$ cat src/rtl/bcd_cal_pkg.sv
package bcd_cal_pkg;
  localparam int BYTE_W = 8;
  typedef logic [BYTE_W-1:0] bcd8_t;

  // register addresses
  localparam int ADR_CTRL = 0;
  localparam int ADR_SEC  = 3;
  localparam int ADR_MIN  = 4;
  localparam int ADR_HOUR = 5;
  localparam int ADR_DATE = 6;
  localparam int ADR_WDAY = 7;
  localparam int ADR_MON  = 8;
  localparam int ADR_YEAR = 9;

  localparam int CTRL_MODE12_BIT = 3;
  localparam int CTRL_STOP_BIT   = 5;

  function automatic logic [6:0] bcd2bin(input bcd8_t v);
    return 7'(v[7:4]) * 7'd10 + 7'(v[3:0]);
  endfunction

  function automatic bcd8_t bcd_inc(input bcd8_t v);
    if (v[3:0] >= 4'd9) return {v[7:4] + 4'd1, 4'd0};
    return v + 8'd1;
  endfunction

  // month length in BCD
  function automatic bcd8_t month_len(input bcd8_t mon, input bcd8_t yr);
    logic [6:0] yb;
    yb = bcd2bin(yr);
    case (mon)
      8'h02:                      return (yb[1:0] == 2'd0) ? 8'h29 : 8'h28;
      8'h04, 8'h06, 8'h09, 8'h11: return 8'h30;
      default:                    return 8'h31;
    endcase
  endfunction
endpackage

$ cat src/rtl/bcd_cal_wrap60.sv
// one BCD modulo-60 stage (seconds or minutes)
module bcd_cal_wrap60
  import bcd_cal_pkg::*;
(
  input  bcd8_t cur,
  input  logic  inc,
  output bcd8_t nxt,
  output logic  wrap
);
  localparam bcd8_t TOP = 8'h59;

  always_comb begin
    wrap = inc && (cur >= TOP);
    if (!inc)      nxt = cur;
    else if (wrap) nxt = 8'h00;
    else           nxt = bcd_inc(cur);
  end
endmodule

$ cat src/rtl/bcd_cal_hour_step.sv
// hour advance in 24-hour or 12-hour encoding
module bcd_cal_hour_step
  import bcd_cal_pkg::*;
(
  input  bcd8_t hour,
  input  logic  mode12,
  input  logic  inc,
  output bcd8_t nxt,
  output logic  day_carry
);
  logic       pm;
  logic [4:0] h12;

  always_comb begin
    pm        = hour[5];
    h12       = hour[4:0];
    nxt       = hour;
    day_carry = 1'b0;
    if (inc) begin
      if (!mode12) begin
        if (hour >= 8'h23) begin
          nxt       = 8'h00;
          day_carry = 1'b1;
        end else begin
          nxt = bcd_inc(hour);
        end
      end else begin
        if (h12 == 5'h12) begin
          nxt = {2'b00, pm, 5'h01};
        end else if (h12 == 5'h11) begin
          nxt       = {2'b00, ~pm, 5'h12};
          day_carry = pm;
        end else begin
          nxt = {2'b00, pm, 5'(bcd_inc({3'b000, h12}))};
        end
      end
    end
  end
endmodule

$ cat src/rtl/bcd_cal_date_step.sv
// date, weekday, month and year advance
module bcd_cal_date_step
  import bcd_cal_pkg::*;
(
  input  bcd8_t date,
  input  bcd8_t wday,
  input  bcd8_t mon,
  input  bcd8_t yr,
  input  logic  inc,
  output bcd8_t date_nx,
  output bcd8_t wday_nx,
  output bcd8_t mon_nx,
  output bcd8_t yr_nx,
  output logic  day_roll
);
  logic mon_roll;

  always_comb begin
    day_roll = inc && (date >= month_len(mon, yr));
    mon_roll = day_roll && (mon >= 8'h12);
    date_nx  = !inc ? date : (day_roll ? 8'h01 : bcd_inc(date));
    wday_nx  = !inc ? wday : ((wday >= 8'h06) ? 8'h00 : wday + 8'h01);
    mon_nx   = !day_roll ? mon : (mon_roll ? 8'h01 : bcd_inc(mon));
    if (!mon_roll)          yr_nx = yr;
    else if (yr >= 8'h99)   yr_nx = 8'h00;
    else                    yr_nx = bcd_inc(yr);
  end
endmodule

$ cat src/rtl/bcd_calendar.sv
module bcd_calendar
  import bcd_cal_pkg::*;
#(
  parameter int ADDR_W = 5
) (
  input  logic              clk,
  input  logic              rst_n,
  input  logic              tick_1hz,
  input  logic              osc_fail,
  input  logic              wr_en,
  input  logic [ADDR_W-1:0] addr,
  input  logic [7:0]        wdata,
  output logic [7:0]        rdata,
  output logic              minute_strobe
);
  localparam int N_STAGE60 = 2;  // seconds, minutes

  bcd8_t sec_q, min_q, hour_q, date_q, wday_q, mon_q, yr_q;
  logic  osc_q, mode12_q, stop_q, strobe_q;

  // named internal events
  logic  wr_time, advance, sec_wrap, min_wrap, day_carry, day_roll;
  bcd8_t hour_nx, date_nx, wday_nx, mon_nx, yr_nx;

  logic [N_STAGE60-1:0][7:0] st_cur, st_nx;
  logic [N_STAGE60-1:0]      st_inc, st_wrap;

  // any write to a time register discards a coincident tick
  assign wr_time = wr_en && (addr >= ADDR_W'(ADR_SEC)) && (addr <= ADDR_W'(ADR_YEAR));
  assign advance = tick_1hz && !stop_q && !wr_time;

  assign st_cur = {min_q, sec_q};
  assign st_inc = {st_wrap[0], advance};

  for (genvar g = 0; g < N_STAGE60; g++) begin : g_wrap60
    bcd_cal_wrap60 u_stage (
      .cur (st_cur[g]),
      .inc (st_inc[g]),
      .nxt (st_nx[g]),
      .wrap(st_wrap[g])
    );
  end

  assign sec_wrap = st_wrap[0];
  assign min_wrap = st_wrap[1];

  bcd_cal_hour_step u_hour (
    .hour     (hour_q),
    .mode12   (mode12_q),
    .inc      (min_wrap),
    .nxt      (hour_nx),
    .day_carry(day_carry)
  );

  bcd_cal_date_step u_date (
    .date    (date_q),
    .wday    (wday_q),
    .mon     (mon_q),
    .yr      (yr_q),
    .inc     (day_carry),
    .date_nx (date_nx),
    .wday_nx (wday_nx),
    .mon_nx  (mon_nx),
    .yr_nx   (yr_nx),
    .day_roll(day_roll)
  );


  always_ff @(posedge clk or negedge rst_n) begin
    if (!rst_n) begin
      sec_q    <= 8'h00;
      min_q    <= 8'h00;
      hour_q   <= 8'h00;
      date_q   <= 8'h01;
      wday_q   <= 8'h00;
      mon_q    <= 8'h01;
      yr_q     <= 8'h00;
      osc_q    <= 1'b1;
      mode12_q <= 1'b0;
      stop_q   <= 1'b0;
      strobe_q <= 1'b0;
    end else begin
      strobe_q <= sec_wrap;
      if (wr_en && addr == ADDR_W'(ADR_CTRL)) begin
        mode12_q <= wdata[CTRL_MODE12_BIT];
        stop_q   <= wdata[CTRL_STOP_BIT];
      end
      if (wr_en && addr == ADDR_W'(ADR_SEC)) osc_q <= wdata[7] | osc_fail;
      else if (osc_fail)                     osc_q <= 1'b1;
      if (wr_time) begin
        case (addr)
          ADDR_W'(ADR_SEC):  sec_q  <= {1'b0, wdata[6:0]};
          ADDR_W'(ADR_MIN):  min_q  <= {1'b0, wdata[6:0]};
          ADDR_W'(ADR_HOUR): hour_q <= {2'b00, wdata[5:0]};
          ADDR_W'(ADR_DATE): date_q <= {2'b00, wdata[5:0]};
          ADDR_W'(ADR_WDAY): wday_q <= {5'b00000, wdata[2:0]};
          ADDR_W'(ADR_MON):  mon_q  <= {3'b000, wdata[4:0]};
          default:           yr_q   <= wdata;
        endcase
      end else if (advance) begin
        sec_q  <= st_nx[0];
        min_q  <= st_nx[1];
        hour_q <= hour_nx;
        date_q <= date_nx;
        wday_q <= wday_nx;
        mon_q  <= mon_nx;
        yr_q   <= yr_nx;
      end
    end
  end

  // read mux
  always_comb begin
    case (addr)
      ADDR_W'(ADR_CTRL): rdata = 8'(({7'd0, stop_q} << CTRL_STOP_BIT) |
                                   ({7'd0, mode12_q} << CTRL_MODE12_BIT));
      ADDR_W'(ADR_SEC):  rdata = {osc_q, sec_q[6:0]};
      ADDR_W'(ADR_MIN):  rdata = min_q;
      ADDR_W'(ADR_HOUR): rdata = hour_q;
      ADDR_W'(ADR_DATE): rdata = date_q;
      ADDR_W'(ADR_WDAY): rdata = wday_q;
      ADDR_W'(ADR_MON):  rdata = mon_q;
      ADDR_W'(ADR_YEAR): rdata = yr_q;
      default:           rdata = 8'h00;
    endcase
  end

  assign minute_strobe = strobe_q;


  strobe_at_zero_chk: assert property (@(posedge clk) disable iff (!rst_n)
    minute_strobe |-> (sec_q == 8'h00));


  stop_freeze_chk: assert property (@(posedge clk) disable iff (!rst_n)
    (stop_q && !wr_en) |=> ($stable(sec_q) && $stable(min_q) && $stable(hour_q) &&
                            $stable(date_q) && $stable(wday_q) && $stable(mon_q) &&
                            $stable(yr_q)));


  osc_latch_chk: assert property (@(posedge clk) disable iff (!rst_n)
    osc_fail |=> osc_q);


  day_roll_chk: assert property (@(posedge clk) disable iff (!rst_n)
    day_roll |=> (date_q == 8'h01));


  wday_wrap_chk: assert property (@(posedge clk) disable iff (!rst_n)
    (day_roll && wday_q == 8'h06) |=> (wday_q == 8'h00));
endmodule

$ cat config.mk
export PLATFORM = sky130hd
export DESIGN_NAME = bcd_calendar
export DESIGN_NICKNAME = d
export VERILOG_FILES = /design/src/rtl/bcd_cal_pkg.sv /design/src/rtl/bcd_cal_wrap60.sv /design/src/rtl/bcd_cal_hour_step.sv /design/src/rtl/bcd_cal_date_step.sv /design/src/rtl/bcd_calendar.sv
export SDC_FILE = /design/constraint.sdc
export NUM_CORES = 1
export LEC_CHECK = 0
export ABC_AREA = 1
export BUFFER_PORTS_ARGS = -buffer_cell sky130_fd_sc_hd__buf_2
export CAP_MARGIN = 20
export CORE_MARGIN = 5
export CORE_UTILIZATION = 40
export CTS_BUF_LIST = sky130_fd_sc_hd__clkbuf_8
export CTS_CLUSTER_DIAMETER = 80
export DETAILED_ROUTE_END_ITERATION = 8
export SLEW_MARGIN = 20
export SYNTH_ARGS = -nofsm -noshare
export SYNTH_HDL_FRONTEND = slang
export SYNTH_SLANG_ARGS = --single-unit
$ cat constraint.sdc
create_clock -name clk -period 4.7 [get_ports clk]
set_input_delay 0.235 -clock clk [delete_from_list [all_inputs] [get_ports clk]]
set_output_delay 0.235 -clock clk [all_outputs]
set_load 0.01 [all_outputs]
Yosys cells after proc, flatten, opt, wreduce, memory -nomap -nowiden
Cells that the tools add are included.
W data, S select, Z words.

cells by class
  add/subtract/negate cells = 16
  reductions and logical operators = 31
  bitwise logic cells = 3
  equal/unequal tests = 23
  mux-type cells = 80
  $mul = 1
  order comparisons = 15

operator list
  cell                   count
  $mux W8                48
  $pmux W8 S8            1
  $add A8 B1 Y8 const B  7
  $mux W1                27
  $add A4 B1 Y4 const B  6
  $ge A4 B4 Y1 const B   6
  $eq A5 B3 Y1 const B   4
  $reduce_and A3 Y1      6
  $eq A8 B3 Y1 const B   2
  $ge A8 B7 Y1 const B   2
  $pmux W8 S2            1
  $reduce_bool A2 Y1     7
  $ne A2 B1 Y1 const B   6
  $eq A5 B4 Y1 const B   2
  $eq A5 B5 Y1 const B   2
  $logic_and A1 B1 Y1    10
  $mux W5                2
  $eq A8 B2 Y1 const B   1
  $eq A8 B4 Y1 const B   1
  $eq A8 B5 Y1 const B   1
  $ge A8 B3 Y1 const B   1
  $ge A8 B5 Y1 const B   1
  $ge A8 B6 Y1 const B   1
  $ge A8 B8 Y1           1
  22 further kinds       23

storage, ports and cells
  logic and storage cells = 181
  input bits = 18
  output and inout port bits = 9
  register bits = 60

Longest topological paths before layout
  depth after elaboration = 16
  mapped depth = 19
  mapped depth without buffers = 19

Modules after synthesis
A second synthesis with hierarchy kept.

second synthesis, totals
  cells, all modules = 949
  area, all modules = 5888.1 sq um

by module, submodules not included
  module             cells an instance  seq. area each (sq um)  area an instance (sq um)  times used
  bcd_calendar       497                1505.2                  3393.3                    1
  bcd_cal_date_step  276                0.0                     1496.4                    1
  bcd_cal_wrap60     53                 0.0                     311.5                     2
  bcd_cal_hour_step  70                 0.0                     375.4                     1

Worst setup path after synthesis
OpenSTA, ideal clock, no wires.

  kind = reg-to-reg
  from = register mon_q[0]
  to = register mon_q[1]
  setup slack = 2176 ps
  stages on the path, launching flop included = 18
  period minus slack after synthesis = 2524 ps
  arrival time = 2407 ps
  buffers on the path = 0
  required time = 4583 ps
  library setup time = 117 ps
  cell sequence = dfstp_2 -> inv_1 -> ha_1 -> o21ai_0 -> o21ai_0 -> a31oi_1 -> nand2_1 -> inv_1 -> ha_1 -> and3_1 -> a21oi_1 -> nand2_1 -> nand3_2 -> nand2_4 -> nand2_4 -> clkinv_2 -> nand2_1 -> nand2_1

between the ends
  longest elaborated chain between the ends = 10
  elaborated cells on any way between the ends = 21
  those cells by class = add/sub: 1; order compare: 3; eq/ne: 5; mux: 7; reduce/logical: 5

RTL lines
  what                                        line                     source
  from (decl)                                 bcd_calendar.sv:18       bcd8_t sec_q, min_q, hour_q, date_q, wday_q, mon_q, yr_q;
  from (signal assigned)                      bcd_calendar.sv:97       ADDR_W'(ADR_MON): mon_q <= {3'b000, wdata[4:0]};
  from (signal assigned)                      bcd_calendar.sv:106      mon_q <= mon_nx;
  $eq A8 B3 Y1, or another cell as far along  bcd_cal_pkg.sv:31        case (mon)
  $reduce_or A4 Y1                            bcd_cal_pkg.sv:31
  $pmux W8 S2                                 bcd_cal_pkg.sv:31
  $ge A8 B8 Y1                                bcd_cal_date_step.sv:19  day_roll = inc && (date >= month_len(mon, yr));
  $logic_and A1 B1 Y1                         bcd_cal_date_step.sv:19
  $logic_and A1 B1 Y1                         bcd_cal_date_step.sv:20  mon_roll = day_roll && (mon >= 8'h12);
  $mux W8 (2 in a row)                        bcd_cal_date_step.sv:23  mon_nx = !day_roll ? mon : (mon_roll ? 8'h01 : bcd_inc(mon));
  $mux W8                                     bcd_calendar.sv:100      end else if (advance) begin
  $mux W8                                     bcd_calendar.sv:90       if (wr_time) begin

Several ways; a longest one is shown, not always the timed one. The select of a mux whose other input is x is not followed.
A chain may end at the register's enable or synchronous reset.

Worst setup path in the final report
  from = register mon_q[0]
  to = register mon_q[3]

The elaborated chain is that of the path after synthesis.

==> impl_metrics.json <==
{
  "reg2reg_depth": 17,
  "ioPinCount": 27,
  "synth_fp_nets": 679,
  "ys_seq_area_share_pct": 32.92,
  "max_cap_viol_count": 0,
  "hold_viol": 0,
  "cts_setup_buffers": 0,
  "fmax_ghz": 0.3526,
  "period_needed_ns": 2.836,
  "timing.final.max_slew_violations": 0,
  "skew_ns": 0.006099,
  "grt_usage_pct": 20.42,
  "final_common_cell": "nand2_1",
  "fin_util_pct": 44.43,
  "cp.arrival_ns": 3.08,
  "reg2reg_to": "mon_q[3]",
  "synth_seq_cells": 60,
  "hold_buffers": 0,
  "ir_drop_mv": 0.2557,
  "synth_warnings": 0,
  "max_slew_margin_pct": 46.28,
  "start_util_pct": 40.38,
  "synth_edf_count": 0,
  "gp_congestion": 0.9226,
  "crit_type": "register to register",
  "firstDrtPassIters": 5,
  "rr_startpoint": "mon_q[0]",
  "synth_area_um2": 4572,
  "power_density_nw_per_um2": 575.2,
  "portBuffers": 26,
  "cts_resized": 0,
  "grt_overflow_total": 0,
  "drc_errors": 0,
  "worstSkewPairLatency_ns": 0.35,
  "final_cell_mix": "nand2_1 (129), inv_1 (92), nor2_1 (73)",
  "synth_cell_types": 45,
  "drtIter0Drc": 313,
  "final-setup-viol-count": 0,
  "fin_total_pwr_mw": 2.893,
  "fp.dieH_um": 116.9,
  "rsz0062_at_grt": "no",
  "synth_top_cell_by_area": "dfrtp_1",
  "grt_pass1_wl_um": 21570,
  "cp_max_fo": 7,
  "drt_wl_total_um": 13120,
  "ys_top_cells_by_area": "dfrtp_1 (31%), nand2_1 (11%), ha_1 (10%)",
  "worst_setup_path_start_kind": "register",
  "async_flop_share_pct": 100.0,
  "grt_pass1_vias": 4184,
  "drive_gt1_share_pct": 11.72,
  "vias_per_cell": 5.273,
  "diodes": 0,
  "root_buffer": "clkbuf_8",
  "cp.required_ns": 4.94,
  "p_leak_nw": 2.576,
  "place_ws_ns": 1.878,
  "final_nets": 708,
  "syn_area_per_cell_um2": 7.338,
  "die_w_um": 116.9,
  "synthCells": 623,
  "area_growth_pct": 10.02,
  "synth_top_cell_area_share_pct": 31.20,
  "wire_per_inst_um": 16.41,
  "clk_pin_slew_ns": 0.07,
  "multi_input_area_um2": 2629,
  "cts_tree": "built",
  "grt_max_degree": 61,
  "outcome": "finished, final reports clean",
  "min_period_over_period_pct": 60.35,
  "crit_path_end_kind": "register",
  "r2r_slack_ns": 1.86,
  "fill_cells": 1185,
  "via_count": 4218,
  "hold_class": "primary input to asynchronous set/reset pin",
  "core_area_um2": 11320,
  "regArea_um2": 1505,
  "clockBufferDepth": 2,
  "cts_buffers": 9,
  "clock-sinks": 60,
  "hpwlAfterDp_um": 9999,
  "worst_slack_ns": 1.864,
  "synth_ff_type": "dfrtp_1",
  "die-area_um2": 13670,
  "antenna_found_initial": 0,
  "tightestPinTransition_ns": 0.8058,
  "num_rows": 39,
  "ant_nets": 0,
  "tns_ns": 0,
  "cts_max_level": 3
}
how the worst max path moves through the flow:
stage,start,end,slack (ns),depth (start not counted)
2_1_floorplan,mon_q[0],mon_q[1],2.18,17
3_3_place_gp,mon_q[0],mon_q[1],2.01,17
3_5_place_dp,mon_q[0],mon_q[3],1.88,17
4_1_cts,mon_q[0],mon_q[3],1.87,17
5_1_grt,mon_q[0],mon_q[4],1.49,19
6_report,mon_q[0],mon_q[3],1.86,17
flip-flops by register name, indices dropped and copies added (netlist names):
register and cells:
osc_q 1, wday_q 8, yr_q 8, date_q 8
stop_q 1, sec_q 8, mon_q 8, minute_strobe 1
hour_q 8, mode12_q 1, min_q 8
layer usage:
metal  GRT usage [%]  wire length [um]  vias up
li1                -                 -     2115
met1           27.41              5881     1970
met2           34.05              6317      109
met3           3.188               647       24
met4           6.116               277        0
met5               0                 0        -
through the flow:
stage | std cells | instance area (um^2) | hold WS (ns)
after detailed placement | 784 | 4823 | 0.4694
final | 800 | 5030 | 0.05858
after floorplan | 623 | 4572 | -0.06059
after CTS | 800 | 5030 | 0.08669
after global routing | 800 | 5030 | 0.1310
after global placement | 784 | 4823 | 0.4448
layout make-up:
class	count	area share, %
multi-input combinational	455	52.26
sequential	60	29.93
inverter	99	7.413
tap	143	3.557
clock buffer	12	3.284
timing repair buffer	27	2.736
clock inverter	4	0.8209
kinds of logic (layout without fill, tap and decap cells):
| group | after synthesis | count (layout) | share of synthesized area [%] |
|---|---|---|---|
| buf+inv | 108 | 142 | 9.578 |
| simple gates | 264 | 264 | 26.05 |
| flops | 60 | 60 | 32.92 |
| fa+ha+maj | 38 | 38 | 10.40 |
| compound gates | 136 | 136 | 17.79 |
| xor+xnor | 17 | 17 | 3.257 |
Yosys cell counts, types with 2 or more instances:
cell type,instances
nand4_1,10
o21ai_0,26
nand3b_1,2
nor3_1,5
xor2_1,13
o22ai_1,15
nand2_4,4
xnor2_1,4
ha_1,38
nand2_1,129
nor2_4,2
a221oi_1,2
o31ai_1,3
o21ai_1,19
o21ai_2,4
o211ai_1,6
nor2_1,73
inv_2,9
a21oi_1,37
a31oi_1,15
buf_2,4
buf_6,2
dfrtp_1,57
inv_1,89
nand3_2,2
buf_4,3
nand3_1,26
nand2_2,2
nor2_2,4
dfstp_2,3
power breakdown:
| group | internal, mW | switching, mW | total [mW] |
|---|---|---|---|
| Clock | 0.283 | 0.218 | 0.501 |
| Sequential | 0.730 | 0.281 | 1.01 |
| Combinational | 0.520 | 0.860 | 1.38 |
critical path, cell delays in order, from the launching register on:
cell      delay (ns)
dfstp_2         0.58
inv_1           0.11
ha_1            0.24
o21ai_0         0.16
o21ai_0         0.10
a31oi_1         0.18
nand2_1         0.08
inv_1           0.06
ha_1            0.21
and3_1          0.20
a21oi_1         0.13
nand2_1         0.12
nand3_2         0.13
nand2_4         0.08
nand2_4         0.12
clkinv_2        0.11
nand2_1         0.08
nand2_1         0.05
Power figures use the tool's default switching activity.
